**src/rtl/traffic_pkg.sv**
```systemverilog
package traffic_pkg;

   typedef enum logic [1:0] {
      PH_GO      = 2'd0,
      PH_CAUTION = 2'd1,
      PH_STOP    = 2'd2
   } phase_e;

   localparam logic [3:0] BLANK_NIB = 4'hF;

   function automatic int unsigned max2(input int unsigned a, input int unsigned b);
      return (a > b) ? a : b;
   endfunction

   function automatic int unsigned width_for(input int unsigned v);
      return (v < 2) ? 1 : $clog2(v + 1);
   endfunction

endpackage

```
**src/rtl/tl_phase_seq.sv**
```systemverilog
module tl_phase_seq
   import traffic_pkg::*;
#(
   parameter int unsigned GREEN_SECS  = 10,
   parameter int unsigned YELLOW_SECS = 3,
   parameter int unsigned RED_SECS    = 10,
   parameter int unsigned CNT_W       = 4
) (
   input  logic             clk,
   input  logic             rst,
   input  logic             tick,
   output phase_e           phase,
   output logic [CNT_W-1:0] elapsed,
   output logic             fresh
);

   localparam logic [CNT_W-1:0] GO_LAST   = CNT_W'(GREEN_SECS - 1);
   localparam logic [CNT_W-1:0] CAU_LAST  = CNT_W'(YELLOW_SECS - 1);
   localparam logic [CNT_W-1:0] STOP_LAST = CNT_W'(RED_SECS - 1);

   logic [CNT_W-1:0] last_sec;
   phase_e           next_phase;

   always_comb begin
      case (phase)
         PH_GO: begin
            last_sec   = GO_LAST;
            next_phase = PH_CAUTION;
         end
         PH_CAUTION: begin
            last_sec   = CAU_LAST;
            next_phase = PH_STOP;
         end
         default: begin
            last_sec   = STOP_LAST;
            next_phase = PH_GO;
         end
      endcase
   end

   always_ff @(posedge clk) begin
      if (rst) begin
         phase   <= PH_GO;
         elapsed <= '0;
         fresh   <= 1'b1;
      end else if (tick) begin
         fresh <= 1'b0;
         if (elapsed >= last_sec) begin
            elapsed <= '0;
            phase   <= next_phase;
         end else begin
            elapsed <= elapsed + 1'b1;
         end
      end
   end

endmodule

```
**src/rtl/tl_countdown.sv**
```systemverilog
module tl_countdown
   import traffic_pkg::*;
#(
   parameter int unsigned GREEN_SECS  = 10,
   parameter int unsigned YELLOW_SECS = 3,
   parameter int unsigned RED_SECS    = 10,
   parameter int unsigned RED_SHOW    = 7,
   parameter int unsigned CNT_W       = 4,
   parameter int unsigned VAL_W       = 4
) (
   input  phase_e           phase,
   input  logic [CNT_W-1:0] elapsed,
   output logic [VAL_W-1:0] value,
   output logic             blank
);

   localparam logic [VAL_W-1:0] SPAN_V = VAL_W'(GREEN_SECS + YELLOW_SECS);
   localparam logic [VAL_W-1:0] CAU_V  = VAL_W'(YELLOW_SECS);
   localparam logic [VAL_W-1:0] STOP_V = VAL_W'(RED_SECS);
   localparam logic [VAL_W-1:0] SHOW_V = VAL_W'(RED_SHOW);

   logic [VAL_W-1:0] el_w;
   assign el_w = VAL_W'(elapsed);

   always_comb begin
      blank = 1'b0;
      case (phase)
         PH_GO:      value = SPAN_V - el_w;
         PH_CAUTION: value = CAU_V - el_w;
         default: begin
            value = STOP_V - el_w;
            blank = (value > SHOW_V);
         end
      endcase
   end

endmodule

```
**src/rtl/tl_bcd_split.sv**
```systemverilog
module tl_bcd_split
   import traffic_pkg::*;
#(
   parameter int unsigned VAL_W   = 4,
   parameter int unsigned MAX_VAL = 13
) (
   input  logic [VAL_W-1:0] value,
   input  logic             blank,
   output logic [3:0]       tens,
   output logic [3:0]       units
);

   logic [3:0] t_raw;
   logic [3:0] u_raw;

   generate
      if (MAX_VAL > 99) begin : g_range_bad
         $error("tl_bcd_split: MAX_VAL must fit two digits");
      end

      if (MAX_VAL < 10) begin : g_one_digit
         assign t_raw = 4'd0;
         assign u_raw = 4'(value);
      end else begin : g_two_digit
         always_comb begin
            t_raw = 4'd0;
            for (int k = 1; k <= 9; k++) begin
               if (32'(value) >= 32'(10 * k)) t_raw = 4'(k);
            end
            u_raw = 4'(32'(value) - 32'(t_raw) * 10);
         end
      end
   endgenerate

   assign tens  = blank ? BLANK_NIB : t_raw;
   assign units = blank ? BLANK_NIB : u_raw;

endmodule

```
**src/rtl/traffic_signal_ctrl.sv**
```systemverilog
module traffic_signal_ctrl
   import traffic_pkg::*;
#(
   parameter int unsigned GREEN_SECS  = 10,
   parameter int unsigned YELLOW_SECS = 3,
   parameter int unsigned RED_SECS    = 10,
   parameter int unsigned RED_SHOW    = 7
) (
   input  logic       clk,
   input  logic       rst,
   input  logic       tick,
   output logic       lamp_green,
   output logic       lamp_yellow,
   output logic       lamp_red,
   output logic [3:0] digit_tens,
   output logic [3:0] digit_units,
   output logic       pic_sel
);

   localparam int unsigned SPAN_SECS = GREEN_SECS + YELLOW_SECS;
   localparam int unsigned MAX_PHASE = max2(max2(GREEN_SECS, YELLOW_SECS), RED_SECS);
   localparam int unsigned MAX_VAL   = max2(SPAN_SECS, RED_SECS);
   localparam int unsigned CNT_W     = width_for(MAX_PHASE);
   localparam int unsigned VAL_W     = width_for(MAX_VAL);

   generate
      if (GREEN_SECS == 0 || YELLOW_SECS == 0 || RED_SECS == 0) begin : g_bad_len
         $error("traffic_signal_ctrl: every phase needs at least one second");
      end
      if (RED_SHOW == 0 || RED_SHOW > RED_SECS) begin : g_bad_show
         $error("traffic_signal_ctrl: RED_SHOW must lie in 1..RED_SECS");
      end
      if (SPAN_SECS > 99) begin : g_bad_span
         $error("traffic_signal_ctrl: go plus caution must fit two digits");
      end
   endgenerate

   phase_e           phase;
   logic [CNT_W-1:0] elapsed;
   logic             fresh;
   logic [VAL_W-1:0] value;
   logic             blank;

   tl_phase_seq #(
      .GREEN_SECS (GREEN_SECS),
      .YELLOW_SECS(YELLOW_SECS),
      .RED_SECS   (RED_SECS),
      .CNT_W      (CNT_W)
   ) i_seq (
      .clk    (clk),
      .rst    (rst),
      .tick   (tick),
      .phase  (phase),
      .elapsed(elapsed),
      .fresh  (fresh)
   );

   tl_countdown #(
      .GREEN_SECS (GREEN_SECS),
      .YELLOW_SECS(YELLOW_SECS),
      .RED_SECS   (RED_SECS),
      .RED_SHOW   (RED_SHOW),
      .CNT_W      (CNT_W),
      .VAL_W      (VAL_W)
   ) i_cd (
      .phase  (phase),
      .elapsed(elapsed),
      .value  (value),
      .blank  (blank)
   );

   tl_bcd_split #(
      .VAL_W  (VAL_W),
      .MAX_VAL(MAX_VAL)
   ) i_bcd (
      .value(value),
      .blank(blank),
      .tens (digit_tens),
      .units(digit_units)
   );

   always_comb begin
      lamp_green  = 1'b0;
      lamp_yellow = 1'b0;
      lamp_red    = 1'b0;
      case (phase)
         PH_GO:      lamp_green  = 1'b1;
         PH_CAUTION: lamp_yellow = 1'b1;
         default:    lamp_red    = 1'b1;
      endcase
   end

   assign pic_sel = fresh | (phase == PH_STOP);

endmodule

```
**config.mk**
```make
export PLATFORM = sky130hd
export DESIGN_NAME = traffic_signal_ctrl
export DESIGN_NICKNAME = d
export VERILOG_FILES = /design/src/rtl/traffic_pkg.sv /design/src/rtl/tl_phase_seq.sv /design/src/rtl/tl_countdown.sv /design/src/rtl/tl_bcd_split.sv /design/src/rtl/traffic_signal_ctrl.sv
export SDC_FILE = /design/constraint.sdc
export NUM_CORES = 1
export LEC_CHECK = 0
export ABC_AREA = 1
export ABC_CLOCK_PERIOD_IN_PS = 5300
export BUFFER_PORTS_ARGS = -buffer_cell sky130_fd_sc_hd__buf_2
export CAP_MARGIN = 10
export CORE_AREA = 4 4 41 43
export DETAILED_ROUTE_END_ITERATION = 16
export DIE_AREA = 0 0 45 47
export PLACE_DENSITY_LB_ADDON = 0.2
export SLEW_MARGIN = 20
export SYNTH_ARGS = -nofsm -noshare
export SYNTH_HDL_FRONTEND = slang
export SYNTH_SLANG_ARGS = --single-unit
```
**constraint.sdc**
```tcl
create_clock -name clk -period 5.3 [get_ports clk]
set_input_delay 0.53 -clock clk [delete_from_list [all_inputs] [get_ports clk]]
set_output_delay 0.53 -clock clk [all_outputs]
set_load 0.01 [all_outputs]
```
Word-level counts from Yosys, hierarchy flattened
Index checks and enable logic that the tools add are counted.
Storage, ports and cells
  register bits: 7
  input bits: 3
  logic and storage cells: 29
Operators by class
  add/subtract/negate cells: 5
  multiply operators: 1
  magnitude comparators: 3
  eq/ne operators: 2
  muxes and demuxes: 11
  bitwise gates (word level): 1
  reductions and logical operators: 3
Operator list (number)
  $mux W4: 4
  $pmux W4 S2: 1
  $sub A4 B4 Y4 const A: 2
  $mux W1: 5
  $add A4 B1 Y4 const B: 1
  $ge A4 B4 Y1: 1
  $ge A4 B4 Y1 const B: 1
  $gt A4 B3 Y1 const B: 1
  $pmux W2 S2: 1
  $sub A2 B4 Y4 const A: 1
  $sub A4 B4 Y4: 1
  $mul A1 B3 Y3 const B: 1
  $eq A2 B1 Y1 const B: 1
  $eq A2 B2 Y1 const B: 1
  $logic_not A2 Y1: 1
  $reduce_and A2 Y1: 1
  $reduce_or A2 Y1: 1
  $or A1 B1 Y1: 1

Longest topological paths before layout
Gate-level depths: netlist of the first run.
  word-level depth: 7
  gate-level depth with buffers: 14
  depth with buffers taken out: 14

Modules after synthesis
Synthesis of the first run repeated with hierarchy kept, for this count alone.
Unflattened totals
  cell total of the unflattened synthesis: 125
  area, all modules: 772.0 um^2
Modules (own cells, without submodules)
  tl_phase_seq: times used 1, cells each 59, area an instance 426.7 um^2, seq. area each 140.1 um^2
  tl_countdown: times used 1, cells each 39, area an instance 206.4 um^2, seq. area each 0.0 um^2
  tl_bcd_split: times used 1, cells each 20, area an instance 112.6 um^2, seq. area each 0.0 um^2
  traffic_signal_ctrl: times used 1, cells each 7, area an instance 26.3 um^2, seq. area each 0.0 um^2

Worst setup path before layout of the first run
OpenSTA, ideal clock, no wires.
  path kind: register -> output
  from: register i_seq.elapsed[1]
  to: output port digit_units[3]
  arrival time: 1748 ps
  path slack: 3022 ps
  stages on the path, launching flop included: 14
  path buffers: 0
  cells stage by stage: dfxtp_1 -> inv_1 -> ha_1 -> a21oi_2 -> nand2_1 -> nand3_2 -> nand2_1 -> nand2_1 -> inv_1 -> ha_1 -> ha_1 -> inv_1 -> nand4_1 -> nand3_1
Between the ends
  cells in the longest elaborated chain, start to end: 7
RTL lines
  start: declaration: line tl_phase_seq.sv:13  | output logic [CNT_W-1:0] elapsed,
  start signal: assignment: line tl_phase_seq.sv:52  | elapsed <= elapsed + 1'b1;
  $sub A4 B4 Y4 (tied with other cells): line tl_countdown.sv:31  | value = STOP_V - el_w;
  $pmux W4 S2: line tl_countdown.sv:27  | case (phase)
  $ge A4 B4 Y1: line tl_bcd_split.sv:28  | if (32'(value) >= 32'(10 * k)) t_raw = 4'(k);
  $mux W1: line tl_bcd_split.sv:28
  $mul A1 B3 Y3: line tl_bcd_split.sv:30  | u_raw = 4'(32'(value) - 32'(t_raw) * 10);
  $sub A4 B4 Y4: line tl_bcd_split.sv:30
  $mux W4 *: line tl_bcd_split.sv:36  | assign units = blank ? BLANK_NIB : u_raw;
  end: declaration: line traffic_signal_ctrl.sv:16  | output logic [3:0] digit_units,
Mark *: on every way between the ends. The rest lies on a longest branch, timed or not.

Final worst setup path of the first run
Same ends and word-level chain as after synthesis.

==> impl_metrics.ini, run 1 <==
[status]
status = finished, final reports clean

[power]
ir_worst_vdd_v = 0.000151
p_leak_nw = 0.406
p_per_area_nw_per_um2 = 205

[timing]
slew_headroom = 0.720
finClkSkew_ps = 1.59
rsz0062_at_grt = false
setup_viol = 0
worstMarginPinSlew_ps = 419
finalHoldViolCount = 0
slew_violations = 0
final.setup.tns_ps = 0
post-route-period-util = 0.531
min_period_ps = 2820
hold_ws_ps = 467
clock.fmax_mhz = 355

[setup_path]
regToRegEndpoint = i_seq.elapsed[1]
crit_path_end_kind = primary output
reg2reg_slack_ps = 3560
crit_chain = inv_1 -> ha_1 -> a21oi_2 -> nand2_1 -> nand3_2 -> nand2_1 -> nand2_1 -> inv_1 -> ha_1 -> ha_1 -> inv_1 -> nand4_1 -> nand3_1 -> buf_2
crit_family = adder cells
crit_arrival_ps = 2290
cp_num_buf_inv = 4
cp.required_ps = 4770
critPathMaxFanout = 7
max_stage_delay_ps = 470
start_kind = flip-flop
crit_path_top_delay_cell = dfxtp_1
r2r-start = i_seq.phase[1]
worstSetupPathType = reg2out
rr_worst_depth = 8

[final_layout]
finish.utilization = 0.583
fill_cells = 144
insertedDiodeCount = 0
syn_to_final_growth_pct = 11.4
final_cells = 131
drive_gt1_frac = 0.276
nNetsFinal = 129

[hold_path]
hold-path-endpoint = i_seq.fresh
min_path_cells = 2
holdCritPathClass = reg2reg
min_from = i_seq.fresh

[floorplan]
die-area_um2 = 2120
initial_utilization = 0.523
rows = 13
boundaryPins = 15
core_um2 = 1300
die_y_um = 47
dieWidth_um = 45

[drt]
remaining_drc_errors = 0
drtIter0Drc = 9
totalWireLength_um = 1340
wl_per_cell_um = 10.3
drtPass1Iterations = 4
num_vias = 656
ant_nets = 0
via_per_inst = 5.01

[synth]
synth-seq-area-share = 0.206
synth_largest_area_cell = dfxtp_1
synth-simple-area-share = 0.384
synthMuxAreaShare = 0
synth_fp_nets = 115
syn_avg_cell_area_um2 = 6.61
synth_top_area_frac = 0.206
syn-instance-count = 103
yosysUniqueCellTypes = 21
synth_top_family_by_area = simple AND/OR/NAND/NOR gates
synth_fa_ha_area_frac = 0.165
yosysWarnings = 0
syn-cell-area_um2 = 681
ys_seq_elements = 7
synth_xor_area_frac = 0.0129
netlist_top_cells_area = dfxtp_1 (21%), ha_1 (17%), nand2_1 (17%)
synth-compound-area-share = 0.0772

[global_routing]
busiest_layer = met2
use_met1 = 0.178
grt_pass1_vias = 582
antenna_found_initial = 0
met2_usage = 0.268
grtUsageMet3 = 0.0345
track_usage = 0.156
grt_remaining_overflow = 0
grt_pass1_wl_um = 2420
grt_max_degree = 10

[clock_network]
post_cts_buffers = 0
htreeDepth = 1
ctsHoldBuffers = 0
clkTransAtPathRegs_ps = 50
cts_tree = done
cts.path.max_buffers = 2
root_buffer = clkbuf_4
numCtsBuffers = 3
cts_resized = 0
clock-sinks = 7
clk_latency_ps = 240

[run]
drv_cap = 0

[placement]
dpl.hpwl_um = 1120
gp_congestion = 0.791
numPortBuffers = 14
dp_cells = 127
## power by group
group / switching (mW) / internal (mW) / total, mW
registers: 0.00364 / 0.0552 / 0.0589
clock network: 0.0173 / 0.0286 / 0.0459
logic: 0.0296 / 0.0211 / 0.0507
## metal layers
metal	part of all wire	up-vias
li1	-	347
met1	0.44	290
met3	0.060	2
met2	0.49	17
met4	0.011	0
met5	0	-
## through the flow
step / worst slack, ps / cell area (um2) / total power [mW]
after floorplan: 3020 / 681 / 0.0949
after global placement: 2780 / 732 / 0.110
after detailed placement: 2740 / 732 / 0.111
after CTS: 2460 / 758 / 0.158
after global routing: 2230 / 758 / 0.170
final: 2480 / 758 / 0.156
## synth_stat cells
library cell / n
ha_1: 9
nand2_1: 30
a21oi_2: 2
dfxtp_1: 7
nand3_2: 4
buf_4: 3
o21ai_1: 2
nor2_4: 1
nor2_1: 5
nand2_2: 1
nand4_1: 1
inv_1: 13
inv_2: 5
xor2_1: 1
a21oi_1: 2
nand3_1: 10
buf_6: 1
clkbuf_1: 1
nor2_2: 1
nor3_2: 1
o21ai_0: 3
## registers in the layout, summed over array words and instances, names as in the netlist
register       cells
i_seq.elapsed      4
i_seq.phase        2
i_seq.fresh        1
## worst reg2reg max path: cells and delay by family (launching register included)
kind            cells  cell delay, ps
compound gates      1             150
fa+ha+maj           1             250
buf+inv             1             110
flops               1             570
simple gates        5             590
## how the worst max path moves through the flow
stage	from	endpoint	slack, ps	cells past startpoint
floorplan	i_seq.elapsed[1]	digit_units[3]	3020	13
global placement	i_seq.elapsed[1]	digit_units[3]	2780	14
detailed placement	i_seq.elapsed[1]	digit_units[3]	2740	14
CTS	i_seq.elapsed[1]	digit_units[3]	2460	14
global route	i_seq.elapsed[1]	digit_units[3]	2230	14
finish	i_seq.elapsed[1]	digit_units[3]	2480	14
## cells by family after synthesis
logic type / count (synthesis)
buf+inv: 23
compound gates: 9
flops: 7
simple gates: 54
fa+ha+maj: 9
xor+xnor: 1
## final cells by class
cell class	instances	area, um2	share of cell area
timing repair buffer	14	70.1	0.0924
clock buffer	4	26.3	0.0347
sequential	7	140	0.185
multi-input combinational	73	435	0.574
inverter	18	67.6	0.0891
tap	15	18.8	0.0248
## cell usage in the layout, fill, tap and decap left out
| master | instances |
|---|---|
| nand2_1 | 30 |
| buf_2 | 14 |
| inv_1 | 13 |
| nand3_1 | 10 |
| ha_1 | 9 |
| dfxtp_1 | 7 |
| inv_2 | 5 |
| nor2_1 | 5 |
| nand3_2 | 4 |
| o21ai_0 | 3 |
| clkbuf_4 | 3 |
| a21oi_2 | 2 |
| o21ai_1 | 2 |
| a21oi_1 | 2 |
| nor2_4 | 1 |
| nor2_2 | 1 |
| nand4_1 | 1 |
| nand2_2 | 1 |
| xor2_1 | 1 |
| nor3_2 | 1 |
| clkbuf_1 | 1 |
Note: power is estimated with default switching activity, not from simulation.
==> run 2, diff against run 1 <==
Settings changed: ABC_CLOCK_PERIOD_IN_PS 5300 to 2500, CORE_AREA 4 4 41 43 to 4 4 44 46, DIE_AREA 0 0 45 47 to 0 0 48 50.
Clock period 5.3 ns to 2.5 ns, I/O delays scaled along.
==> impl_metrics.ini, run 2 (synthesis results as in run 1) <==
[timing]
worstMarginPinSlew_ps = 262
hold_ws_ps = 188
setup_viol = 0
finalHoldViolCount = 0
worst_slack_ps = 88.0
finClkSkew_ps = 1.73
min_period_ps = 2410
clock.fmax_mhz = 415
slew_headroom = 0.825
post-route-period-util = 0.965
slew_violations = 0
final.setup.tns_ps = 0

[drt]
drtPass1Iterations = 4
totalWireLength_um = 1400
drtIter0Drc = 19
ant_nets = 0
remaining_drc_errors = 0
wl_per_cell_um = 10.4
via_per_inst = 4.96
num_vias = 664

[clock_network]
cts.path.max_buffers = 2
clk_latency_ps = 240
numCtsBuffers = 3
htreeDepth = 1
root_buffer = clkbuf_4
ctsHoldBuffers = 0
clkTransAtPathRegs_ps = 50
cts_tree = done
clock-sinks = 7

[final_layout]
finish.utilization = 0.530
layout_common_cells = nand2_1 (28), buf_2 (14), inv_1 (13)
insertedDiodeCount = 0
regMostFlops = i_seq.elapsed
design_area_um2 = 798
top_regs = i_seq.elapsed x4, i_seq.phase x2, i_seq.fresh x1
largest_register_ffs = 4
fill_cells = 164
drive_gt1_frac = 0.339
syn_to_final_growth_pct = 17.3
nNetsFinal = 131
final_common_cell = nand2_1

[setup_path]
reg2reg_slack_ps = 900
crit_family = adder cells
critPathLaunch = i_seq.elapsed[1]
rr_worst_depth = 8
r2r-start = i_seq.phase[1]
max_stage_delay_ps = 370
cp.required_ps = 2250
crit_path_end_kind = primary output
worstSetupPathType = reg2out
crit_cells = 15
crit_top_cell = inv_1
crit_chain = inv_1 -> ha_1 -> a21oi_2 -> inv_1 -> nand2_1 -> nand3_4 -> nand2_2 -> nand2_1 -> inv_1 -> ha_1 -> ha_2 -> inv_1 -> nand4_1 -> nand3_1 -> buf_2
crit_arrival_ps = 2160
critPathMaxFanout = 7
cp_num_buf_inv = 5
cp-endpoint = digit_units[3]
regToRegEndpoint = i_seq.phase[1]
crit_path_top_delay_cell = dfxtp_4
start_kind = flip-flop

[placement]
numPortBuffers = 14
gp_congestion = 0.764
dpl.hpwl_um = 1080
pre_cts_ws_ps = 196
dpl_cell_area_um2 = 733

[run]
drv_cap = 0

[floorplan]
initial_utilization = 0.452
dieWidth_um = 48
die-area_um2 = 2400
rows = 14
boundaryPins = 15
die_y_um = 50
core_um2 = 1510

[global_routing]
grt_max_degree = 10
grt_pass1_wl_um = 2250
track_usage = 0.127
grt_remaining_overflow = 0
antenna_found_initial = 0
grt_pass1_vias = 530

[power]
p_int_mw = 0.227
comb_power_share = 0.340
p_clk_frac = 0.292
ir_worst_vdd_v = 0.000290
p_leak_nw = 0.417
p_per_area_nw_per_um2 = 422
switchingPower_mw = 0.110
pwr-share-seq = 0.368
switching_share = 0.328

[hold_path]
holdCritPathClass = in2reg

[status]
status = finished, final reports clean
-- run 2: cell types whose count changed in the layout (fill, tap and decap cells not counted), moves of 2 or more --
cell     change
nand2_1      -2
dfxtp_4      +2
buf_4        +2
dfxtp_1      -3
nand2_2      +2
-- run 2: cell type report --
class                   instances  area (um2)  share of cell area
multi-input cells              73         450               0.564
inverters                      18        67.6              0.0846
well taps                      16        20.0              0.0251
repair buffers                 16        85.1               0.107
flip-flops and latches          7         149               0.187
clock buffers                   4        26.3              0.0329
-- run 2: through the flow --
stage          power (mW)  instances
4_1_cts             0.338        132
6_report            0.337        134
5_1_grt             0.373        134
2_1_floorplan       0.201        103
3_5_place_dp        0.235        128
3_3_place_gp        0.233        128
-- run 2: worst register-to-register path, cell delays in order, from the launching register on --
cell     delay, ps
dfxtp_2        480
inv_2           90
nand2_1        130
ha_1           240
o21ai_1        150
nand3_2        100
nand2_1        120
nand2_1         60
a21oi_1        140
-- run 2: worst min path at each step --
stage	from	to	slack [ps]	cells after the start
2_1_floorplan	rst	i_seq.phase[0]	320	1
3_3_place_gp	rst	i_seq.phase[0]	440	2
3_5_place_dp	rst	i_seq.phase[0]	440	2
4_1_cts	rst	i_seq.phase[0]	180	2
5_1_grt	rst	i_seq.phase[0]	170	2
6_report	rst	i_seq.phase[0]	190	2
-- run 2: timing repair --
item / CTS / global route
buffers inserted: 0 / 2
gates resized for setup: 2 / 7
setup endpoints to repair: 1 / 2
pin swaps: 0 / 2
-- run 2: layer usage --
metal	vias up	global-route usage	part of all wire
li1	351	-	-
met1	295	0.172	0.43
met2	16	0.183	0.51
met3	2	0.0327	0.051
met4	0	0.0538	0.0029
met5	-	0	0
-- run 2: power groups by stage --
| stage | sequential [mW] | clock, mW | combinational [mW] |
|---|---|---|---|
| 2_1_floorplan | 0.125 | 0 | 0.0762 |
| 3_3_place_gp | 0.127 | 0 | 0.107 |
| 3_5_place_dp | 0.127 | 0 | 0.108 |
| 4_1_cts | 0.125 | 0.104 | 0.108 |
| 5_1_grt | 0.125 | 0.118 | 0.131 |
| 6_report | 0.124 | 0.0983 | 0.115 |
==> run 3, diff against run 2 <==
Settings changed: ABC_CLOCK_PERIOD_IN_PS 2500 to 2930, CORE_AREA 4 4 44 46 to 4 4 41 43, DIE_AREA 0 0 48 50 to 0 0 45 47, MAX_ROUTING_LAYER from default to met4.
Clock period 2.5 ns to 2.93 ns, I/O delays scaled along.
==> impl_metrics.ini, run 3 (synthesis results as in run 1) <==
[final_layout]
fill_cells = 142
insertedDiodeCount = 0
regMostFlops = i_seq.elapsed
final_cells = 131
nNetsFinal = 129
ff_latch_area_um2 = 140
design_area_um2 = 758
final_common_cell = nand2_1
finish.utilization = 0.583
syn_to_final_growth_pct = 11.4
top_regs = i_seq.elapsed x4, i_seq.phase x2, i_seq.fresh x1
drive_gt1_frac = 0.276
layout_common_cells = nand2_1 (30), buf_2 (14), inv_1 (13)
multi_input_area_um2 = 435
largest_register_ffs = 4

[power]
total_power_mw = 0.283
ir_worst_vdd_v = 0.000178
p_leak_nw = 0.406
p_per_area_nw_per_um2 = 373

[setup_path]
crit_path_end_kind = primary output
crit_arrival_ps = 2290
crit_family = adder cells
worstSetupPathType = reg2out
crit_cells = 14
max_stage_delay_ps = 470
critPathMaxFanout = 7
rr_worst_depth = 8
cp.required_ps = 2640
start_kind = flip-flop
cp_num_buf_inv = 4
crit_chain = inv_1 -> ha_1 -> a21oi_2 -> nand2_1 -> nand3_2 -> nand2_1 -> nand2_1 -> inv_1 -> ha_1 -> ha_1 -> inv_1 -> nand4_1 -> nand3_1 -> buf_2
crit_path_top_delay_cell = dfxtp_1

[status]
status = finished, final reports clean

[timing]
hold_ws_ps = 229
finClkSkew_ps = 0.303
clock.fmax_mhz = 388
worst_slack_ps = 350
setup_viol = 0
rsz0062_at_grt = false
min_period_ps = 2580
worstMarginPinSlew_ps = 416
finalHoldViolCount = 0
slew_headroom = 0.722
post-route-period-util = 0.881
final.setup.tns_ps = 0
slew_violations = 0

[clock_network]
clk_latency_ps = 250
clock-sinks = 7
cts_tree = done
post_cts_buffers = 0
htreeDepth = 1
cts_resized = 0
numCtsBuffers = 3
cts.path.max_buffers = 2
root_buffer = clkbuf_4
clkTransAtPathRegs_ps = 50
ctsHoldBuffers = 0

[drt]
top_layer_used = met4
wl_per_cell_um = 10.2
ant_nets = 0
remaining_drc_errors = 0
wl_met3_um = 73
drtPass1Iterations = 4
routed-wl-met2_um = 681
totalWireLength_um = 1330
wl_met1_um = 557
via_per_inst = 4.85
num_vias = 636
drtIter0Drc = 3

[run]
drv_cap = 0

[placement]
dpl.hpwl_um = 1130
dpl_cell_area_um2 = 732
pre_cts_ws_ps = 603
dp_cells = 127
gp_congestion = 0.800
numPortBuffers = 14

[global_routing]
grt_remaining_overflow = 0
track_usage = 0.149
grt_max_degree = 10
grt_pass1_wl_um = 2240
antenna_found_initial = 0
grt_pass1_vias = 556

[floorplan]
die-area_um2 = 2120
rows = 13
core_um2 = 1300
boundaryPins = 15
die_y_um = 47
dieWidth_um = 45
initial_utilization = 0.523

[hold_path]
min_path_cells = 2
holdCritPathClass = in2reg
run 3: changes by cell type in the layout (fill, tap and decap cells not counted), sizes merged:
cell / previous run / this run
buf: 16 / 14
run 3: report_power, final:
group / internal, mW / leakage, nW / switching [mW] / total (mW)
Sequential: 0.0999 / 0.0575 / 0.00651 / 0.106
Combinational: 0.0385 / 0.333 / 0.0534 / 0.0919
Clock: 0.0518 / 0.0150 / 0.0326 / 0.0843
run 3: cell type report:
| type | count | area share |
|---|---|---|
| clock buffer | 4 | 0.0347 |
| inverter | 18 | 0.0891 |
| multi-input combinational | 73 | 0.574 |
| sequential | 7 | 0.185 |
| tap | 15 | 0.0248 |
| timing repair buffer | 14 | 0.0924 |
run 3: layer usage:
layer	GRT usage	vias to the layer above
li1	-	346
met1	0.162	273
met2	0.263	15
met3	0.0115	2
met4	0.0877	0
met5	-	-
run 3: path summary, 6_finish.rpt:
path | from | end | slack, ps
worst min register to register | i_seq.fresh | i_seq.fresh | 470
worst max-delay path | i_seq.elapsed[1] | digit_units[3] | 350
worst max register to register | i_seq.phase[1] | i_seq.phase[1] | 1190
worst min-delay path | rst | i_seq.phase[0] | 230
run 3: worst register-to-register path, cell delays in order, from the launching register on:
cell and delay (ps):
dfxtp_1 570, inv_2 110, nand2_1 150, ha_1 250, o21ai_1 150, nand3_2 110
nand2_1 130, nand2_1 70, a21oi_1 130
